<file path="src/rtl/xbus_pkg.sv">
package xbus_pkg;

    // Width of the port and of one byte lane
    parameter int unsigned XB_W = 16;
    parameter int unsigned XB_B = XB_W / 2;

    // bit 1: shared address/data pins, bit 0: full-width data path
    typedef enum logic [1:0] {
        MODE_DMX8  = 2'd0,
        MODE_DMX16 = 2'd1,
        MODE_MUX8  = 2'd2,
        MODE_MUX16 = 2'd3
    } bus_mode_e;

    typedef enum logic [1:0] {
        PH_IDLE = 2'd0,
        PH_ADDR = 2'd1,
        PH_DATA = 2'd2
    } phase_e;

    typedef struct packed {
        phase_e            phase;
        logic              beat;
        bus_mode_e         mode;
        logic              wr;
        logic              word;
        logic [XB_W-1:0]   addr;
        logic [XB_W-1:0]   wdata;
    } seq_st_t;

    typedef struct packed {
        logic              done;
        logic [XB_W-1:0]   rdata;
    } cap_st_t;

endpackage

</file>
<file path="src/rtl/xbus_seq.sv">
module xbus_seq
    import xbus_pkg::*;
(
    input  logic             clk,
    input  logic             rst_n,
    input  logic [1:0]       cfg_mode,
    input  logic             req_valid,
    input  logic             req_write,
    input  logic             req_word,
    input  logic [XB_W-1:0]  req_addr,
    input  logic [XB_W-1:0]  req_wdata,
    output phase_e           phase,
    output logic             beat,
    output bus_mode_e        mode,
    output logic             wr,
    output logic             word,
    output logic [XB_W-1:0]  cur_addr,
    output logic [XB_W-1:0]  wdata,
    output logic             last_data,
    output logic             ready
);

    seq_st_t st_d, st_q;
    logic    two_beat;

    always_comb begin
        st_d      = st_q;
        two_beat  = st_q.word && !st_q.mode[0];
        last_data = (st_q.phase == PH_DATA) && !(two_beat && !st_q.beat);
        unique case (st_q.phase)
            PH_IDLE: begin
                st_d.mode = bus_mode_e'(cfg_mode);
                if (req_valid) begin
                    st_d.wr    = req_write;
                    st_d.word  = req_word;
                    st_d.addr  = req_addr;
                    st_d.wdata = req_wdata;
                    st_d.beat  = 1'b0;
                    st_d.phase = cfg_mode[1] ? PH_ADDR : PH_DATA;
                end
            end
            PH_ADDR: st_d.phase = PH_DATA;
            PH_DATA: begin
                if (last_data) begin
                    st_d.phase = PH_IDLE;
                end else begin
                    st_d.beat  = 1'b1;
                    st_d.phase = st_q.mode[1] ? PH_ADDR : PH_DATA;
                end
            end
            default: st_d.phase = PH_IDLE;
        endcase
    end

    always_ff @(posedge clk) begin
        if (!rst_n) begin
            st_q <= '{phase: PH_IDLE, beat: 1'b0, mode: MODE_MUX16,
                      wr: 1'b0, word: 1'b0, addr: '0, wdata: '0};
        end else begin
            st_q <= st_d;
        end
    end

    // Word cycles use the even address; the second byte cycle of a narrow word sets bit 0
    assign cur_addr = st_q.word ? {st_q.addr[XB_W-1:1], two_beat & st_q.beat} : st_q.addr;
    assign phase    = st_q.phase;
    assign beat     = st_q.beat;
    assign mode     = st_q.mode;
    assign wr       = st_q.wr;
    assign word     = st_q.word;
    assign wdata    = st_q.wdata;
    assign ready    = (st_q.phase == PH_IDLE);

endmodule

</file>
<file path="src/rtl/xbus_drive.sv">
module xbus_drive
    import xbus_pkg::*;
(
    input  phase_e           phase,
    input  logic             beat,
    input  bus_mode_e        mode,
    input  logic             wr,
    input  logic             word,
    input  logic [XB_W-1:0]  cur_addr,
    input  logic [XB_W-1:0]  wdata,
    input  logic [XB_B-1:0]  gpio_hi_out,
    input  logic [XB_B-1:0]  gpio_hi_oe,
    output logic [XB_W-1:0]  pad_out,
    output logic [XB_W-1:0]  pad_oe
);

    localparam logic [XB_B-1:0] LANE_ON  = '1;
    localparam logic [XB_B-1:0] LANE_OFF = '0;

    logic [XB_B-1:0] wbyte;

    always_comb begin
        pad_out = '0;
        pad_oe  = '0;
        wbyte   = (word && beat) ? wdata[XB_W-1:XB_B] : wdata[XB_B-1:0];

        if (phase == PH_ADDR) begin
            pad_out = cur_addr;
            pad_oe  = '1;
        end else if (phase == PH_DATA && wr) begin
            if (mode[0]) begin
                if (word) begin
                    pad_out = wdata;
                    pad_oe  = '1;
                end else begin
                    pad_out = {wdata[XB_B-1:0], wdata[XB_B-1:0]};
                    pad_oe  = cur_addr[0] ? {LANE_ON, LANE_OFF} : {LANE_OFF, LANE_ON};
                end
            end else begin
                pad_out[XB_B-1:0] = wbyte;
                pad_oe[XB_B-1:0]  = LANE_ON;
            end
        end

        // Upper lane ownership on a narrow data path
        if (mode == MODE_MUX8 && phase != PH_IDLE) begin
            pad_out[XB_W-1:XB_B] = cur_addr[XB_W-1:XB_B];
            pad_oe[XB_W-1:XB_B]  = LANE_ON;
        end else if (mode == MODE_DMX8) begin
            pad_out[XB_W-1:XB_B] = gpio_hi_out;
            pad_oe[XB_W-1:XB_B]  = gpio_hi_oe;
        end
    end

endmodule

</file>
<file path="src/rtl/xbus_capture.sv">
module xbus_capture
    import xbus_pkg::*;
(
    input  logic             clk,
    input  logic             rst_n,
    input  logic             is_data,
    input  logic             last_data,
    input  logic             wr,
    input  logic             word,
    input  logic             beat,
    input  logic             wide,
    input  logic             lane_sel,
    input  logic [XB_W-1:0]  pad_in,
    output logic [XB_W-1:0]  rdata,
    output logic             done
);

    localparam logic [XB_B-1:0] ZB = '0;

    cap_st_t cap_d, cap_q;

    always_comb begin
        cap_d      = cap_q;
        cap_d.done = last_data;
        if (is_data && !wr) begin
            if (wide) begin
                if (word) begin
                    cap_d.rdata = pad_in;
                end else begin
                    cap_d.rdata = {ZB, lane_sel ? pad_in[XB_W-1:XB_B] : pad_in[XB_B-1:0]};
                end
            end else if (word) begin
                if (beat) begin
                    cap_d.rdata[XB_W-1:XB_B] = pad_in[XB_B-1:0];
                end else begin
                    cap_d.rdata[XB_B-1:0] = pad_in[XB_B-1:0];
                end
            end else begin
                cap_d.rdata = {ZB, pad_in[XB_B-1:0]};
            end
        end
    end

    always_ff @(posedge clk) begin
        if (!rst_n) begin
            cap_q <= '{done: 1'b0, rdata: '0};
        end else begin
            cap_q <= cap_d;
        end
    end

    assign rdata = cap_q.rdata;
    assign done  = cap_q.done;

endmodule

</file>
<file path="src/rtl/xbus_port.sv">
module xbus_port
    import xbus_pkg::*;
(
    input  logic              clk,
    input  logic              rst_n,
    input  logic [1:0]        cfg_mode,
    input  logic              req_valid,
    input  logic              req_write,
    input  logic              req_word,
    input  logic [XB_W-1:0]   req_addr,
    input  logic [XB_W-1:0]   req_wdata,
    output logic              req_ready,
    output logic              rsp_done,
    output logic [XB_W-1:0]   rsp_rdata,
    input  logic [XB_W-1:0]   pad_in,
    output logic [XB_W-1:0]   pad_out,
    output logic [XB_W-1:0]   pad_oe,
    input  logic [XB_B-1:0]   gpio_hi_out,
    input  logic [XB_B-1:0]   gpio_hi_oe,
    output logic [1:0]        bus_phase,
    output logic [XB_W-1:0]   bus_addr
);

    phase_e            seq_phase;
    logic              seq_beat;
    bus_mode_e         lat_mode;
    logic              lat_wr;
    logic              seq_word;
    logic [XB_W-1:0]   seq_addr;
    logic [XB_W-1:0]   seq_wdata;
    logic              seq_last;

    xbus_seq u_seq (
        .clk       (clk),
        .rst_n     (rst_n),
        .cfg_mode  (cfg_mode),
        .req_valid (req_valid),
        .req_write (req_write),
        .req_word  (req_word),
        .req_addr  (req_addr),
        .req_wdata (req_wdata),
        .phase     (seq_phase),
        .beat      (seq_beat),
        .mode      (lat_mode),
        .wr        (lat_wr),
        .word      (seq_word),
        .cur_addr  (seq_addr),
        .wdata     (seq_wdata),
        .last_data (seq_last),
        .ready     (req_ready)
    );

    xbus_drive u_drive (
        .phase       (seq_phase),
        .beat        (seq_beat),
        .mode        (lat_mode),
        .wr          (lat_wr),
        .word        (seq_word),
        .cur_addr    (seq_addr),
        .wdata       (seq_wdata),
        .gpio_hi_out (gpio_hi_out),
        .gpio_hi_oe  (gpio_hi_oe),
        .pad_out     (pad_out),
        .pad_oe      (pad_oe)
    );

    xbus_capture u_cap (
        .clk       (clk),
        .rst_n     (rst_n),
        .is_data   (seq_phase == PH_DATA),
        .last_data (seq_last),
        .wr        (lat_wr),
        .word      (seq_word),
        .beat      (seq_beat),
        .wide      (lat_mode[0]),
        .lane_sel  (seq_addr[0]),
        .pad_in    (pad_in),
        .rdata     (rsp_rdata),
        .done      (rsp_done)
    );

    assign bus_phase = seq_phase;
    assign bus_addr  = seq_addr;

endmodule

</file>
<file path="config.mk">
export PLATFORM = sky130hd
export DESIGN_NAME = xbus_port
export DESIGN_NICKNAME = d
export VERILOG_FILES = /design/src/rtl/xbus_pkg.sv /design/src/rtl/xbus_seq.sv /design/src/rtl/xbus_drive.sv /design/src/rtl/xbus_capture.sv /design/src/rtl/xbus_port.sv
export SDC_FILE = /design/constraint.sdc
export NUM_CORES = 1
export LEC_CHECK = 0
export ABC_CLOCK_PERIOD_IN_PS = 3600
export BUFFER_PORTS_ARGS = -buffer_cell sky130_fd_sc_hd__buf_2
export CELL_PAD_IN_SITES_DETAIL_PLACEMENT = 0
export CELL_PAD_IN_SITES_GLOBAL_PLACEMENT = 1
export CORE_MARGIN = 3
export CORE_UTILIZATION = 37
export DETAILED_ROUTE_END_ITERATION = 8
export PLACE_DENSITY = 0.88
export SKIP_CTS_REPAIR_TIMING = 1
export SYNTH_ARGS = -nofsm -noshare
export SYNTH_HDL_FRONTEND = slang
export SYNTH_HIERARCHICAL = 1
export SYNTH_SLANG_ARGS = --single-unit
</file>
<file path="constraint.sdc">
create_clock -name clk -period 3.6 [get_ports clk]
set_input_delay 0.54 -clock clk [delete_from_list [all_inputs] [get_ports clk]]
set_output_delay 0.54 -clock clk [all_outputs]
set_load 0.01 [all_outputs]
</file>
== After elaboration in Yosys (flattened, before gate mapping) ==
Cells that the tools add are included.

* Bits of input ports: 71
* Output and inout port bits: 68
* Register bits: 56
* Logic and storage cells: 67

* Multiplexer cells: 30
* Equality and inequality tests: 7
* Bitwise operators: 1
* Reduce and logical (&&, ||, !) cells: 19

{| class="wikitable"
|+ Operators by type and width
! kind !! number
|-
| 16-bit two-way mux || 10
|-
| 8-bit two-way mux || 12
|-
| 1-bit logical AND || 7
|-
| 2-bit two-way mux || 3
|-
| 2-bit case mux with 3 select lines || 1
|-
| 2-bit AND reduction || 3
|-
| 2-bit == test, second input constant || 2
|-
| 1-bit logical NOT || 4
|-
| 2-bit logical NOT || 2
|-
| 2-bit != test, second input constant || 2
|-
| 2-bit nonzero test || 2
|-
| 3-bit two-way mux || 1
|-
| 3-bit by 1-bit != test with 1-bit output, second input constant || 1
|-
| 3-bit != test, second input constant || 1
|-
| 3-bit AND reduction || 1
|-
| 2-bit by 1-bit == test with 1-bit output, second input constant || 1
|-
| 1-bit two-way mux || 2
|-
| 1-bit case mux with 2 select lines || 1
|-
| 1-bit AND || 1
|}

== Logic depth before layout (Yosys ltp) ==
Gate-level depths: netlist of the first run.

* Depth in word-level cells: 11
* Depth in mapped cells: 7

== Hierarchy ==
The synthesis of the first run kept the hierarchy.

{| class="wikitable"
|+ By module, submodules not included
! module !! seq. area each (sq um) !! instances !! cells an instance !! area each (sq um)
|-
| xbus_seq || 780.7 || 1 || 216 || 1742.9
|-
| xbus_capture || 340.3 || 1 || 99 || 914.6
|-
| xbus_drive || 0.0 || 1 || 80 || 613.1
|-
| xbus_port || 0.0 || 1 || 1 || 13.8
|}

== Worst setup path after synthesis of the first run ==
Ideal clock, no wire load.

* Path kind: flip-flop to output port
* Start point: register u_seq.st_q (netlist bit u_seq/word)
* End point: output port pad_oe[1]
* Buffers on the path: 1
* Stages on the path, launching flop included: 7
* Required time: 3.060 ns
* Data arrival time: 1.539 ns
* Setup slack: 1.521 ns
* Cells stage by stage: dfxtp_1 -> nand2_1 -> o22ai_1 -> nand2_1 -> nor2_1 -> o21bai_1 -> buf_4

* Word-level cells in the longest chain between the ends: 8

{| class="wikitable"
|+ Ends and longest elaborated chain
! item !! line !! text
|-
| start: declaration || xbus_seq.sv:23 || <nowiki>seq_st_t st_d, st_q;</nowiki>
|-
| start signal: assignment || xbus_seq.sv:57 || <nowiki>st_q <= '{phase: PH_IDLE, beat: 1'b0, mode: MODE_MUX16,</nowiki>
|-
| start signal: assignment || xbus_seq.sv:60 || <nowiki>st_q <= st_d;</nowiki>
|-
| 1-bit logical AND || xbus_seq.sv:28 || <nowiki>two_beat = st_q.word && !st_q.mode[0];</nowiki>
|-
| 1-bit AND || xbus_seq.sv:65 || <nowiki>assign cur_addr = st_q.word ? {st_q.addr[XB_W-1:1], two_beat & st_q.beat} : st_q.addr;</nowiki>
|-
| 1-bit two-way mux (*) || xbus_seq.sv:65 ||
|-
| net bus_addr[0] || xbus_port.sv:21 || <nowiki>output logic [XB_W-1:0] bus_addr</nowiki>
|-
| 16-bit two-way mux (*) || xbus_drive.sv:37 || <nowiki>pad_oe = cur_addr[0] ? {LANE_ON, LANE_OFF} : {LANE_OFF, LANE_ON};</nowiki>
|-
| 16-bit two-way mux (*) || xbus_drive.sv:32 || <nowiki>if (word) begin</nowiki>
|-
| 8-bit two-way mux (*) || xbus_drive.sv:31 || <nowiki>if (mode[0]) begin</nowiki>
|-
| 16-bit two-way mux (*) || xbus_drive.sv:30 || <nowiki>end else if (phase == PH_DATA && wr) begin</nowiki>
|-
| 16-bit two-way mux (*) || xbus_drive.sv:27 || <nowiki>if (phase == PH_ADDR) begin</nowiki>
|-
| end: declaration || xbus_port.sv:17 || <nowiki>output logic [XB_W-1:0] pad_oe,</nowiki>
|}

Mark *: on every way through the listed nets, which the timed path passes. The rest lies on a longest branch.

== Final worst setup path of the first run ==
* Start point: register u_seq.st_q (netlist bit u_seq/word)
* End point: output port pad_out[3]

* Word-level cells in the longest chain between the ends: 5

{| class="wikitable"
|+ Ends and longest elaborated chain
! item !! line !! text
|-
| 1-bit logical AND || xbus_drive.sv:25 || <nowiki>wbyte = (word && beat) ? wdata[XB_W-1:XB_B] : wdata[XB_B-1:0];</nowiki>
|-
| 8-bit two-way mux || xbus_drive.sv:25 ||
|-
| 8-bit two-way mux || xbus_drive.sv:31 ||
|-
| 16-bit two-way mux || xbus_drive.sv:30 ||
|-
| 16-bit two-way mux || xbus_drive.sv:27 ||
|-
| end: declaration || xbus_port.sv:16 || <nowiki>output logic [XB_W-1:0] pad_out,</nowiki>
|}

Every way passes these cells.

==> out/metrics.yaml, run 1 <==
cells_and_area:
  drive_gt1_share_pct: 35.5
  syn_to_final_growth_pct: 14.2
  n_antenna_cell: 0
  fin_cells: 581
  fill_cells: 849
  nets: 546
  fin_area_um2: 3750
clocking:
  htree_num_levels: 2
  clock_sinks: 56
  cts_buffers: 5
  ctsRootBufferMaster: "clkbuf_8"
  cts_tree: "built"
  path_clk_slew_ns: 0.10
  clk_path_buf_depth: 2
  worstSkewPairLatency_ns: 0.31
placed_design:
  portBuffers: 138
  dp_hpwl_um: 6600
  placed_area_um2: 3630
  place.gp.congestion: 0.826
  place_inst: 573
  dpl_worst_slack_ns: 1.17
synth:
  syn_avg_cell_area_um2: 8.29
  netlist_instances: 396
  netlist-cell-type-count: 40
  synth_most_common_cell: "nand2_1"
  synth_top_cell_area_share_pct: 34.1
  async_reset_ff_share_pct: 0
  ys_seq_area_share_pct: 34.1
  ys_ff_latch: 56
  synth.area.top_cells: "dfxtp_1 34%, buf_4 10%, o21ai_0 8.2%"
  synth_ff_type: "dfxtp_1"
  syn_nets: 467
  netlist_area_um2: 3280
  yosys_warnings: 6
  yosys.area.top_type: "dfxtp_1"
  synth_edf_count: 0
  synth_common_cells: "62 x nand2_1, 56 x dfxtp_1, 54 x o21ai_0"
pwr:
  power_frac_seq_pct: 49.0
  power_density_nw_per_um2: 376
  p_int_uw: 1010
  p_comb_share_pct: 20.0
  vdd_drop_max_uv: 216
  total_switching_power_uw: 402
  swShare_pct: 28.5
  power.leakage_uw: 0.00175
  p_clk_share_pct: 31.0
route:
  vias: 2963
  postRouteAntennaNets: 0
  wl_per_cell_um: 15.0
  dr.pass1.iters: 4
  drc_errors: 0
  wl_met2_um: 4130
  top_layer: "met4"
  wl_met3_um: 512
  first_iter_violations: 183
  wl_met1_um: 4000
  wl_um: 8720
  viasPerCell: 5.10
setup_path:
  critPathArrivalTime_ns: 2.27
  crit_type: "reg2out"
  cp-start-kind: "flip-flop"
  cp_cell_sequence: "buf_4, nand3b_1, mux2i_1, o21ai_0, buf_2"
  endpoint_kind: "output port"
  cp.required_ns: 3.06
  ff2ff_setup_slack_ns: 1.49
  critPathMaxStageDelay_ns: 0.57
  cp_max_fo: 17
  crit_path_end: "pad_out[3]"
  r2r_end: "u_cap/rdata[7]"
  crit_start: "u_seq/word"
  timing.rr.start: "u_seq/beat"
  crit_slowest_cell: "dfxtp_1"
  reg2reg_depth: 5
flow_run:
  max_cap_viol_count: 0
sta:
  worst_slack_ns: 0.788
  fin_setup_tns_ns: 0
  max_slew.worst_pin.slew_ns: 0.882
  hold_viol: 0
  grt_setup_unrepaired: "no"
  min_period_ns: 2.81
  finalMaxSlewViolations: 0
  clock_skew_ns: 0.00268
  finalSetupViolations: 0
  period_share_pct: 78.1
  maxSlewHeadroom_pct: 41.2
  max_freq_mhz: 356
  whs_ns: 0.440
grt:
  grt_max_degree: 70
  grt_pass1_vias: 2744
  grt_usage_pct: 16.4
  grt_overflow: 0
  grt_pass1_wl_um: 13400
  antenna_found_initial: 0
status:
  outcome: "finished clean"
die:
  die-width_um: 100
  die_y_um: 100
  num_io_pins: 139
  initial_core_util_pct: 39.0
  dieArea_um2: 10000
  rows: 33
  coreArea_um2: 8420
worst_hold_path:
  hp-class: "in2reg"
  worstHoldStart: "req_addr[1]"
==> final cells by class <==
| type | instances | area (um2) | area share, % |
|---|---|---|---|
| clock buffer | 6 | 82.6 | 2.20 |
| clock inverter | 2 | 38.8 | 1.03 |
| inverter | 3 | 11.3 | 0.300 |
| multi-input combinational | 266 | 1640 | 43.7 |
| sequential | 56 | 1120 | 29.9 |
| tap | 105 | 131 | 3.50 |
| timing repair buffer | 143 | 728 | 19.4 |
==> cell families after synthesis <==
logic type	after synthesis	share of synthesized area (%)
mux	24	7.62
simple gates	135	21.4
compound gates	107	20.8
flops	56	34.1
buf+inv	74	16.0
==> metrics by stage <==
stage / total power, uW / utilization [%]
4_1_cts: 1420 / 44.5
6_report: 1410 / 44.5
3_5_place_dp: 988 / 43.1
5_1_grt: 1480 / 44.5
2_1_floorplan: 923 / -
3_3_place_gp: 983 / 43.1
==> flip-flops by register name, indices dropped and copies added (netlist names) <==
register     count
u_cap/rdata     16
u_seq/st_q      16
u_seq/wdata     16
u_seq/mode       2
u_seq/phase      2
u_cap/done       1
u_seq/beat       1
u_seq/word       1
u_seq/wr         1
==> worst max-delay path, delay by kind of cell, from the launching register on <==
family / cells / cell delay [ns]
compound gates: 1 / 0.11
flops: 1 / 0.57
mux: 1 / 0.35
buf+inv: 2 / 0.50
simple gates: 1 / 0.44
==> cell usage in the layout, fill, tap and decap left out, drive strengths merged <==
| master | netlist | final |
|---|---|---|
| a21o | 8 | 8 |
| a21oi | 16 | 16 |
| a221o | 8 | 8 |
| a311oi | 8 | 8 |
| and2 | 3 | 3 |
| and3b | 1 | 1 |
| buf | 60 | 143 |
| bufinv | 0 | 1 |
| clkbuf | 11 | 6 |
| clkinv | 0 | 1 |
| dfxtp | 56 | 56 |
| inv | 3 | 3 |
| mux2 | 8 | 8 |
| mux2i | 16 | 16 |
| nand2 | 62 | 62 |
| nand2b | 1 | 1 |
| nand3 | 35 | 35 |
| nand3b | 4 | 4 |
| nand4b | 3 | 3 |
| nor2 | 14 | 14 |
| nor2b | 5 | 5 |
| nor3 | 2 | 2 |
| nor3b | 5 | 5 |
| o2111ai | 8 | 8 |
| o211ai | 1 | 1 |
| o21ai | 55 | 55 |
| o21bai | 1 | 1 |
| o22ai | 1 | 1 |
| o32ai | 1 | 1 |
==> power by group through the flow <==
stage / Sequential [uW] / Combinational (uW) / Clock, uW
final: 691 / 282 / 437
after global routing: 698 / 312 / 467
after CTS: 691 / 283 / 449
after detailed placement: 705 / 282 / 0
after global placement: 704 / 279 / 0
after floorplan: 692 / 231 / 0
==> metal layers <==
metal  GRT usage (%)  up-vias
met3            1.46        4
li1                -     1515
met1            22.7     1354
met5               0        -
met4            4.87        0
met2            27.1       90
==> worst min-delay path by stage <==
stage,cells past startpoint,slack [ns],endpoint
finish,3,0.44,u_seq/st_q[17]
global route,3,0.44,u_seq/st_q[20]
CTS,3,0.43,u_seq/st_q[17]
detailed placement,2,0.47,u_seq/wdata[6]
global placement,2,0.46,u_seq/wdata[2]
floorplan,2,0.44,u_seq/st_q[16]
Power figures use the tool's default switching activity.
==> run 2: changes to the inputs <==
--- a/config.mk
+++ b/config.mk
@@ -5,14 +5,14 @@
 export SDC_FILE = /design/constraint.sdc
 export NUM_CORES = 1
 export LEC_CHECK = 0
-export ABC_CLOCK_PERIOD_IN_PS = 3600
+export ABC_CLOCK_PERIOD_IN_PS = 2400
 export BUFFER_PORTS_ARGS = -buffer_cell sky130_fd_sc_hd__buf_2
 export CELL_PAD_IN_SITES_DETAIL_PLACEMENT = 0
 export CELL_PAD_IN_SITES_GLOBAL_PLACEMENT = 1
 export CORE_MARGIN = 3
-export CORE_UTILIZATION = 37
+export CORE_UTILIZATION = 31
 export DETAILED_ROUTE_END_ITERATION = 8
-export PLACE_DENSITY = 0.88
+export PLACE_DENSITY = 0.79
 export SKIP_CTS_REPAIR_TIMING = 1
 export SYNTH_ARGS = -nofsm -noshare
 export SYNTH_HDL_FRONTEND = slang
==> constraint.sdc (replaced) <==
create_clock -name clk -period 2.4 [get_ports clk]
set_input_delay 0.36 -clock clk [delete_from_list [all_inputs] [get_ports clk]]
set_output_delay 0.36 -clock clk [all_outputs]
set_load 0.01 [all_outputs]
==> out/metrics.yaml, run 2 (synthesized netlist as in run 1, its figures left out) <==
status:
  outcome: "finished clean"  # unchanged
cells_and_area:
  final_common_cell: "buf_2"  # unchanged
  final_cell_mix: "138 x buf_2, 62 x nand2_1, 56 x dfxtp_1"  # unchanged
  fin_area_um2: 3850  # was 3750 um2
  fill_cells: 1020  # was 849
  nets: 554  # was 546
  multiInputGateArea_um2: 1640  # unchanged
  n_antenna_cell: 0  # unchanged
  regArea_um2: 1120  # unchanged
  drive_gt1_share_pct: 36.6  # was 35.5%
  syn_to_final_growth_pct: 17.1  # was 14.2%
  utilization_pct: 38.3  # was 44.5%
route:
  first_iter_violations: 252  # was 183
  wl_um: 9110  # was 8720 um
  vias: 3017  # was 2,963
  wl_met2_um: 4140  # was 4130 um
  viasPerCell: 4.89  # was 5.10
  wl_met1_um: 4090  # was 4000 um
  postRouteAntennaNets: 0  # unchanged
  wl_met3_um: 654  # was 512 um
  wl_per_cell_um: 14.8  # was 15.0 um
  top_layer: "met5"  # was met4
  drc_errors: 0  # unchanged
  dr.pass1.iters: 4  # unchanged
setup_path:
  cp-start-kind: "flip-flop"  # unchanged
  endpoint_kind: "output port"  # unchanged
  cp.required_ns: 2.04  # was 3.06 ns
  crit_type: "reg2out"  # unchanged
  critPathArrivalTime_ns: 1.80  # was 2.27 ns
  cp_max_fo: 8  # was 17
pwr:
  swShare_pct: 30.0  # was 28.5%
  p_int_uw: 1420  # was 1010 uW
  total_switching_power_uw: 609  # was 402 uW
  power_density_nw_per_um2: 528  # was 376 nW/um2
  power_frac_seq_pct: 50.9  # was 49.0%
  p_clk_share_pct: 27.1  # was 31.0%
  power.leakage_uw: 0.00179  # was 0.00175 uW
  vdd_drop_max_uv: 310  # was 216 uV
  p_comb_share_pct: 22.0  # was 20.0%
  total_power_uw: 2030  # was 1410 uW
grt:
  antenna_found_initial: 1  # was 0
  grt_pass1_wl_um: 13800  # was 13,400 um
  grt_overflow: 0  # unchanged
  grt_pass1_vias: 2701  # was 2,744
  grt_max_degree: 70  # unchanged
  grt_usage_pct: 14.7  # was 16.4%
worst_hold_path:
  hp-class: "in2reg"  # unchanged
die:
  die_y_um: 109  # was 100 um
  rows: 36  # was 33
  coreArea_um2: 10000  # was 8420 um2
  dieArea_um2: 11900  # was 10,000 um2
  num_io_pins: 139  # unchanged
  initial_core_util_pct: 32.7  # was 39.0%
  die-width_um: 109  # was 100 um
sta:
  maxSlewHeadroom_pct: 65.0  # was 41.2%
  grt_setup_unrepaired: "no"  # unchanged
  finalMaxSlewViolations: 0  # unchanged
  clock_skew_ns: 0.0110  # was 0.00268 ns
  max_slew.worst_pin.slew_ns: 0.524  # was 0.882 ns
  finalSetupViolations: 0  # unchanged
  fin_setup_tns_ns: 0  # unchanged
  min_period_ns: 2.16
  max_freq_mhz: 462
  hold_viol: 0  # unchanged
  period_share_pct: 90.2
  whs_ns: 0.257  # was 0.440 ns
flow_run:
  max_cap_viol_count: 0  # unchanged
clocking:
  worstSkewPairLatency_ns: 0.31  # about the same
  ctsRootBufferMaster: "clkbuf_8"  # unchanged
  cts_buffers: 5  # unchanged
  htree_num_levels: 2  # unchanged
  path_clk_slew_ns: 0.10  # about the same
  clk_path_buf_depth: 2  # unchanged
  cts_tree: "built"  # unchanged
  clock_sinks: 56  # unchanged
placed_design:
  placed_area_um2: 3750  # was 3630 um2
  portBuffers: 138  # unchanged
  place.gp.congestion: 0.908  # was 0.826
  dp_hpwl_um: 7060  # was 6600 um
run 2: changes by cell type in the layout (fill, tap and decap cells not counted), sizes merged:
cell	before	now
buf	143	151
bufinv	1	0
inv	3	4
run 2: worst max-delay path, cell delays in order (launching register included):
cell	delay, ns
dfxtp_1	0.51
nand3b_1	0.46
mux2i_1	0.27
o21ai_0	0.09
buf_2	0.15
run 2: through the flow:
step                      worst slack, ns  cells
after floorplan                     0.501    396
after global placement              0.619    609
after detailed placement            0.602    609
after CTS                           0.233    617
after global routing               0.0460    617
final                               0.236    617
run 2: layer usage:
metal | track usage [%] | vias to the layer above
li1 | - | 1538
met1 | 19.2 | 1365
met2 | 23.4 | 96
met3 | 3.43 | 16
met4 | 5.41 | 2
met5 | 0 | -
run 2: path summary, 6_finish.rpt:
path / start / to / slack, ns / cells after the start
worst max-delay path: u_seq/mode[0] / pad_out[3] / 0.24 / 4
worst min-delay path: req_addr[9] / u_seq/st_q[25] / 0.26 / 3
worst max register to register: u_seq/word / u_cap/rdata[4] / 0.65 / 6
worst min register to register: u_seq/st_q[16] / u_seq/st_q[16] / 0.48 / 2
run 2: power groups by stage:
stage / Clock [uW] / Combinational, uW / Sequential [uW]
after floorplan: 0 / 346 / 1040
after global placement: 0 / 441 / 1050
after detailed placement: 0 / 446 / 1060
after CTS: 571 / 448 / 1030
after global routing: 602 / 495 / 1040
final: 550 / 446 / 1030
run 2: cell type report:
type                            instances  share of cell area [%]
Sequential cell                        56                    29.1
Timing Repair Buffer                  151                    21.1
Multi-Input combinational cell        266                    42.6
Clock buffer                            6                    2.15
Clock inverter                          2                   0.358
Inverter                                3                   0.293
Tap cell                              133                    4.33
